==> config.mk <==
export PLATFORM = sky130hd
export DESIGN_NAME = seq_watchdog
export DESIGN_NICKNAME = d
export VERILOG_FILES = /design/src/rtl/wdt_pkg.sv /design/src/rtl/wdt_key_seq.sv /design/src/rtl/wdt_mc_counter.sv /design/src/rtl/wdt_rst_stretch.sv /design/src/rtl/seq_watchdog.sv
export SDC_FILE = /design/constraint.sdc
export NUM_CORES = 1
export LEC_CHECK = 0
export ABC_AREA = 1
export BUFFER_PORTS_ARGS = -buffer_cell sky130_fd_sc_hd__buf_2
export CORE_ASPECT_RATIO = 2
export CORE_UTILIZATION = 50
export DETAILED_ROUTE_END_ITERATION = 12
export HOLD_SLACK_MARGIN = 0.12
export PLACE_DENSITY = 0.8
export SLEW_MARGIN = 0
export SYNTH_ARGS = -nofsm -noshare
export SYNTH_HDL_FRONTEND = slang
export SYNTH_HIERARCHICAL = 1
export SYNTH_SLANG_ARGS = --single-unit
==> constraint.sdc <==
create_clock -name clk_i -period 1.4 [get_ports clk_i]
set_input_delay 0.07 -clock clk_i [delete_from_list [all_inputs] [get_ports clk_i]]
set_output_delay 0.07 -clock clk_i [all_outputs]
set_load 0.1 [all_outputs]
==> src/rtl/wdt_pkg.sv <==
package wdt_pkg;

  // key tracker: waiting for the opening byte, or holding it
  typedef enum logic {
    KEY_WAIT_OPEN  = 1'b0,
    KEY_HAVE_OPEN  = 1'b1
  } key_state_e;

  localparam int unsigned SFR_AW_DEF   = 8;
  localparam int unsigned SFR_DW_DEF   = 8;
  localparam int unsigned WDT_CNT_DEF  = 14;
  localparam int unsigned WDT_HOLD_DEF = 98;

endpackage

==> src/rtl/wdt_key_seq.sv <==
module wdt_key_seq
  import wdt_pkg::*;
#(
  parameter int unsigned         AW        = SFR_AW_DEF,
  parameter int unsigned         DW        = SFR_DW_DEF,
  parameter logic [AW-1:0]       KEY_ADDR  = 8'hA6,
  parameter logic [DW-1:0]       KEY_OPEN  = 8'h1E,
  parameter logic [DW-1:0]       KEY_CLOSE = 8'hE1
) (
  input  logic          clk_i,
  input  logic          rst_ni,
  input  logic          clr_i,
  input  logic          we_i,
  input  logic [AW-1:0] addr_i,
  input  logic [DW-1:0] data_i,
  output logic          key_ok_o
);

  key_state_e state_q, state_d;
  logic       hit;
  logic       is_open;
  logic       is_close;

  assign hit      = we_i && (addr_i == KEY_ADDR);
  assign is_open  = (data_i == KEY_OPEN);
  assign is_close = (data_i == KEY_CLOSE);

  // a complete key: closing byte while the opening byte is held
  assign key_ok_o = hit && is_close && (state_q == KEY_HAVE_OPEN);

  always_comb begin
    state_d = state_q;
    if (clr_i) begin
      state_d = KEY_WAIT_OPEN;
    end else if (hit) begin
      if ((state_q == KEY_HAVE_OPEN) && is_close) begin
        state_d = KEY_WAIT_OPEN;
      end else if (is_open) begin
        state_d = KEY_HAVE_OPEN;
      end else begin
        state_d = KEY_WAIT_OPEN;
      end
    end
  end

  always_ff @(posedge clk_i or negedge rst_ni) begin
    if (!rst_ni) begin
      state_q <= KEY_WAIT_OPEN;
    end else begin
      state_q <= state_d;
    end
  end

  AST_WRONG_BYTE_CANCELS: assert property (@(posedge clk_i) disable iff (!rst_ni)
    (hit && !clr_i && !is_open) |=> (state_q == KEY_WAIT_OPEN)) else $error("cancel");

  AST_OPEN_RESTARTS: assert property (@(posedge clk_i) disable iff (!rst_ni)
    (hit && !clr_i && is_open && !key_ok_o) |=> (state_q == KEY_HAVE_OPEN)) else $error("restart");

  AST_FOREIGN_ADDR_HOLDS: assert property (@(posedge clk_i) disable iff (!rst_ni)
    (we_i && (addr_i != KEY_ADDR) && !clr_i) |=> $stable(state_q)) else $error("foreign");

  AST_CLEAR_RESETS_KEY: assert property (@(posedge clk_i) disable iff (!rst_ni)
    clr_i |=> (state_q == KEY_WAIT_OPEN)) else $error("clear");

endmodule

==> src/rtl/wdt_mc_counter.sv <==
module wdt_mc_counter
  import wdt_pkg::*;
#(
  parameter int unsigned CNT_W = WDT_CNT_DEF
) (
  input  logic clk_i,
  input  logic rst_ni,
  input  logic tick_i,
  input  logic key_ok_i,
  output logic ovf_o
);

  localparam logic [CNT_W-1:0] CNT_TOP  = {CNT_W{1'b1}};
  localparam logic [CNT_W-1:0] CNT_LAST = CNT_TOP - 1'b1;

  logic             armed_q;
  logic [CNT_W-1:0] cnt_q;

  // overflow: the strobe that would carry the count to its top value;
  // a service on the same edge takes priority
  assign ovf_o = armed_q && tick_i && !key_ok_i && (cnt_q == CNT_LAST);

  always_ff @(posedge clk_i or negedge rst_ni) begin
    if (!rst_ni) begin
      armed_q <= 1'b0;
      cnt_q   <= '0;
    end else if (key_ok_i) begin
      armed_q <= 1'b1;
      cnt_q   <= '0;
    end else if (ovf_o) begin
      armed_q <= 1'b0;
      cnt_q   <= '0;
    end else if (armed_q && tick_i) begin
      cnt_q   <= cnt_q + 1'b1;
    end
  end

  AST_IDLE_FROZEN: assert property (@(posedge clk_i) disable iff (!rst_ni)
    (!armed_q && !key_ok_i) |=> (!armed_q && (cnt_q == '0))) else $error("idle");

  AST_NO_SW_DISARM: assert property (@(posedge clk_i) disable iff (!rst_ni)
    (armed_q && !ovf_o) |=> armed_q) else $error("disarm");

  AST_TICK_STEP: assert property (@(posedge clk_i) disable iff (!rst_ni)
    (armed_q && tick_i && !key_ok_i && !ovf_o) |=> (cnt_q == $past(cnt_q) + 1'b1)) else $error("step");

  AST_TICK_HOLD: assert property (@(posedge clk_i) disable iff (!rst_ni)
    (armed_q && !tick_i && !key_ok_i) |=> $stable(cnt_q)) else $error("hold");

  AST_NO_OVERFLOW: assert property (@(posedge clk_i) disable iff (!rst_ni)
    armed_q |-> (cnt_q != CNT_TOP)) else $error("top");

  AST_SERVICE_ZERO: assert property (@(posedge clk_i) disable iff (!rst_ni)
    key_ok_i |=> (armed_q && (cnt_q == '0))) else $error("service");

  AST_OVF_DISARMS: assert property (@(posedge clk_i) disable iff (!rst_ni)
    ovf_o |=> (!armed_q && (cnt_q == '0))) else $error("ovf");

endmodule

==> src/rtl/wdt_rst_stretch.sv <==
module wdt_rst_stretch
  import wdt_pkg::*;
#(
  parameter int unsigned HOLD = WDT_HOLD_DEF
) (
  input  logic clk_i,
  input  logic rst_ni,
  input  logic fire_i,
  output logic rst_o
);

  localparam int unsigned     PW       = $clog2(HOLD + 1);
  localparam logic [PW-1:0]   HOLD_VAL = PW'(HOLD);

  logic [PW-1:0] left_q;

  always_ff @(posedge clk_i or negedge rst_ni) begin
    if (!rst_ni) begin
      left_q <= '0;
    end else if (fire_i) begin
      left_q <= HOLD_VAL;
    end else if (left_q != '0) begin
      left_q <= left_q - 1'b1;
    end
  end

  assign rst_o = (left_q != '0);

  AST_PULSE_START: assert property (@(posedge clk_i) disable iff (!rst_ni)
    fire_i |=> (rst_o && (left_q == HOLD_VAL))) else $error("start");

  AST_PULSE_COUNTDOWN: assert property (@(posedge clk_i) disable iff (!rst_ni)
    ((left_q != '0) && !fire_i) |=> (left_q == $past(left_q) - 1'b1)) else $error("countdown");

  AST_QUIET_WITHOUT_FIRE: assert property (@(posedge clk_i) disable iff (!rst_ni)
    (!rst_o && !fire_i) |=> !rst_o) else $error("quiet");

endmodule

==> src/rtl/seq_watchdog.sv <==
module seq_watchdog
  import wdt_pkg::*;
#(
  parameter int unsigned            AW        = SFR_AW_DEF,
  parameter int unsigned            DW        = SFR_DW_DEF,
  parameter int unsigned            CNT_W     = WDT_CNT_DEF,
  parameter int unsigned            HOLD      = WDT_HOLD_DEF,
  parameter logic [AW-1:0]          KEY_ADDR  = 8'hA6,
  parameter logic [DW-1:0]          KEY_OPEN  = 8'h1E,
  parameter logic [DW-1:0]          KEY_CLOSE = 8'hE1
) (
  input  logic          clk_i,
  input  logic          rst_ni,
  input  logic          mc_tick_i,
  input  logic          sfr_we_i,
  input  logic [AW-1:0] sfr_addr_i,
  input  logic [DW-1:0] sfr_wdata_i,
  output logic          wdt_rst_o
);

  logic key_ok;
  logic ovf;

  wdt_key_seq #(
    .AW        (AW),
    .DW        (DW),
    .KEY_ADDR  (KEY_ADDR),
    .KEY_OPEN  (KEY_OPEN),
    .KEY_CLOSE (KEY_CLOSE)
  ) u_key (
    .clk_i    (clk_i),
    .rst_ni   (rst_ni),
    .clr_i    (ovf),
    .we_i     (sfr_we_i),
    .addr_i   (sfr_addr_i),
    .data_i   (sfr_wdata_i),
    .key_ok_o (key_ok)
  );

  wdt_mc_counter #(
    .CNT_W (CNT_W)
  ) u_cnt (
    .clk_i    (clk_i),
    .rst_ni   (rst_ni),
    .tick_i   (mc_tick_i),
    .key_ok_i (key_ok),
    .ovf_o    (ovf)
  );

  wdt_rst_stretch #(
    .HOLD (HOLD)
  ) u_pulse (
    .clk_i  (clk_i),
    .rst_ni (rst_ni),
    .fire_i (ovf),
    .rst_o  (wdt_rst_o)
  );

  AST_SERVICE_BEATS_OVERFLOW: assert property (@(posedge clk_i) disable iff (!rst_ni)
    (key_ok && !wdt_rst_o) |=> !wdt_rst_o) else $error("collision");

endmodule

==> impl_metrics.toml <==
[timing]
report.final.hold_viol_count = 0
rsz0062_at_grt = "true"
setup-tns-final_ps = -203.7
setup_viol = 6
fmax_mhz = 690.4
worstMarginPinSlew_ps = 534.0
fin_crit_ps = 1448
clock_skew_ps = 4.288
drv_slew = 0
maxSlewHeadroom_pct = 64.40
finalCritPeriodShare_pct = 103.5
setup_ws_ps = -48.49

[cells_and_area]
multi_input_area_sq_um = 804.5
register_area_sq_um = 575.6
diodes = 0
drive_above_1_share_pct = 34.89
nNetsFinal = 259
post-route-util_pct = 67.35
design_area_sq_um = 1843
area_growth_pct = 28.31
fillers = 234

[clock_tree]
clock_path_buffers = 2
cts_buffers = 3
cts_tree = "done"
clock-root-buffer = "clkbuf_8"
clk_latency_ps = 260
clock_sinks = 23
path_clk_slew_ps = 80
ctsHtreeMaxLevel = 1

[status]
status = "finished with violations"
failed_checks = "negative setup slack"

[job]
drv_cap = 0

[worst_setup_path]
crit_chain = "nand3_2, nor3_2, inv_1, nand2_1, nor2_2, nand2_2, nor2_4, buf_6, nor2_4, nand2_1, nand2_1"
worst_ep_required_time_ps = 1560
cp.arrival_ps = 1610
critical_path.max_stage_delay_ps = 400
slowest_stage = "dfrtp_1"
crit_path_start_kind = "flip-flop"
path_common_cell = "nand2_1"
endpoint_kind = "flip-flop"
path_max_fanout = 5
timing_worst_setup_path_type = "reg -> reg"

[power_and_ir_drop]
peakVddDrop_v = 0.0004244
power_density_nw_per_um2 = 613.5
leakage_nw = 0.9178

[synth]
mappedNetlistArea_sq_um = 1436
synth-seq-cells = 23
yosys-top-cells-area = "dfrtp_1 (40%), nand2_1 (13%), nor2_1 (8.1%)"
syn_avg_cell_area_sq_um = 7.442
netlist_instances = 193
syn-num-nets = 216
ys_seq_area_share_pct = 40.07
yosys_warnings = 6
yosysTopAreaCell = "dfrtp_1"
synth_top_area_share_pct = 40.07
ys_types = 24

[drt]
drcViolationCount = 0
vias = 1340
routed_wl_mm = 3.085
ant_nets = 0
drtPass1Iterations = 4
wire_per_inst_um = 11.69
viasPerCell = 5.076
first_iter_violations = 58

[floorplanning]
core-area_sq_um = 2736
core.rowCount = 27
die_area_sq_um = 3104
die_w_um = 39.90
design.portCount = 21
die_h_um = 77.80
initial_utilization_pct = 52.49

[placement]
io_buffer_count = 20
gp_congestion = 0.7870
post-place-ws_ps = -101.2
placed_cell_area_sq_um = 1704
place_hpwl_mm = 2.287

[worst_hold_path]
hold_path_class = "in -> reg"

[grt]
grt_overflow = 0
grt_pass1_wl_mm = 4.843
track_usage_pct = 21.98
grt_max_degree = 24
grt_pass1_vias = 1276
antenna_found_initial = 0
==> path summary, 6_finish.rpt <==
check / start / end / slack, ps / depth (start not counted)
min in group asynchronous: rst_ni / u_pulse/left_q[0] / 310 / 2
setup / recovery: u_key/state_q / u_pulse/left_q[1] / -50 / 11
setup reg to reg: u_key/state_q / u_pulse/left_q[1] / -50 / 11
hold / removal: sfr_addr_i[6] / u_key/state_q / 170 / 5
hold reg to reg: u_pulse/left_q[0] / u_pulse/left_q[0] / 500 / 2
max in group asynchronous: rst_ni / u_cnt/cnt_q[6] / 730 / 2
==> logic make-up (layout without fill, tap and decap cells) <==
logic type                 after synthesis  count (layout)  share of synthesized area, %
DFF                                     23              23                         40.07
buffers and inverters                   27              69                         7.579
and+or+nand+nor                        125             125                         41.99
AOI/OAI and AO/OA                        7               7                         2.875
adders and majority gates                3               3                         2.614
xor gates and xnor gates                 8               8                         4.878
==> worst max-delay path: cells and delay by family, from the launching register on <==
family	cells	cell delay, ps
buf+inv	2	200
flops	1	400
simple gates	9	750
==> cell usage after synthesis (all sizes together) <==
cell type and count:
nand2 53, nor2 44, inv 26, dfrtp 23
nand3 18, nand4 5, xor2 5, o21ai 4
ha 3, nor3 3, xnor2 3, a21oi 2
or2 2, buf 1, o21bai 1
==> layout make-up <==
cell class,count,area share (%)
multi-input combinational,143,43.65
sequential,23,31.23
timing repair buffer,39,15.21
inverter,26,5.431
clock buffer,3,2.240
tap,29,1.969
clock inverter,1,0.2716
==> cell usage in the layout (no fill, tap or decap) <==
cell / count
dlygate4sd3_1: 1
ha_1: 1
inv_2: 5
nand3_1: 13
nor3_2: 2
clkbuf_8: 3
buf_4: 15
nor2_4: 4
xnor2_1: 3
nand2_1: 47
nand3_4: 1
nand3_2: 4
nor2_1: 28
clkinv_2: 1
or2_2: 2
inv_1: 20
ha_4: 2
a21oi_1: 2
xor2_1: 5
o21ai_2: 1
nor3_1: 1
nand2_2: 6
inv_4: 1
buf_12: 2
buf_2: 19
nor2_2: 12
dfrtp_1: 23
nand4_1: 5
buf_6: 2
o21bai_1: 1
o21ai_0: 1
o21ai_1: 2
==> stage by stage <==
| stage | hold slack, ps | power, W | instances |
|---|---|---|---|
| 6_report | 173.9 | 0.001131 | 264 |
| 3_5_place_dp | 75.25 | 0.0007335 | 254 |
| 3_3_place_gp | 75.55 | 0.0007323 | 254 |
| 5_1_grt | 199.7 | 0.001177 | 264 |
| 4_1_cts | 171.3 | 0.001147 | 262 |
| 2_1_floorplan | -225.6 | 0.0006909 | 193 |
==> timing repair <==
item | CTS | global route
pin swaps | 2 | 7
resized for setup | 2 | 13
endpoints found under the setup margin | 9 | 22
setup buffers | 3 | 2
hold endpoints to repair | 23 | 0
hold buffers | 1 | 0
==> where the power goes <==
part           internal, W  total (W)  switching [W]  leakage [nW]
sequential        0.000664   0.000664   0.0000000135         0.275
combinational    0.0000263  0.0000581      0.0000318         0.617
clock             0.000199   0.000409       0.000210        0.0255
==> per-layer routing <==
| layer | wire (um) | GRT usage (%) |
|---|---|---|
| met1 | 1136 | 21.16 |
| met2 | 1857 | 41.45 |
| met3 | 53 | 1.714 |
| met4 | 37 | 9.655 |
| met5 | 0 | 0 |
==> state kept, by name, indices dropped and copies added (netlist names) <==
| name | count |
|---|---|
| u_cnt/armed_q | 1 |
| u_key/state_q | 1 |
| u_pulse/left_q | 7 |
| u_cnt/cnt_q | 14 |
No activity file was read; power rests on OpenSTA's default activity.
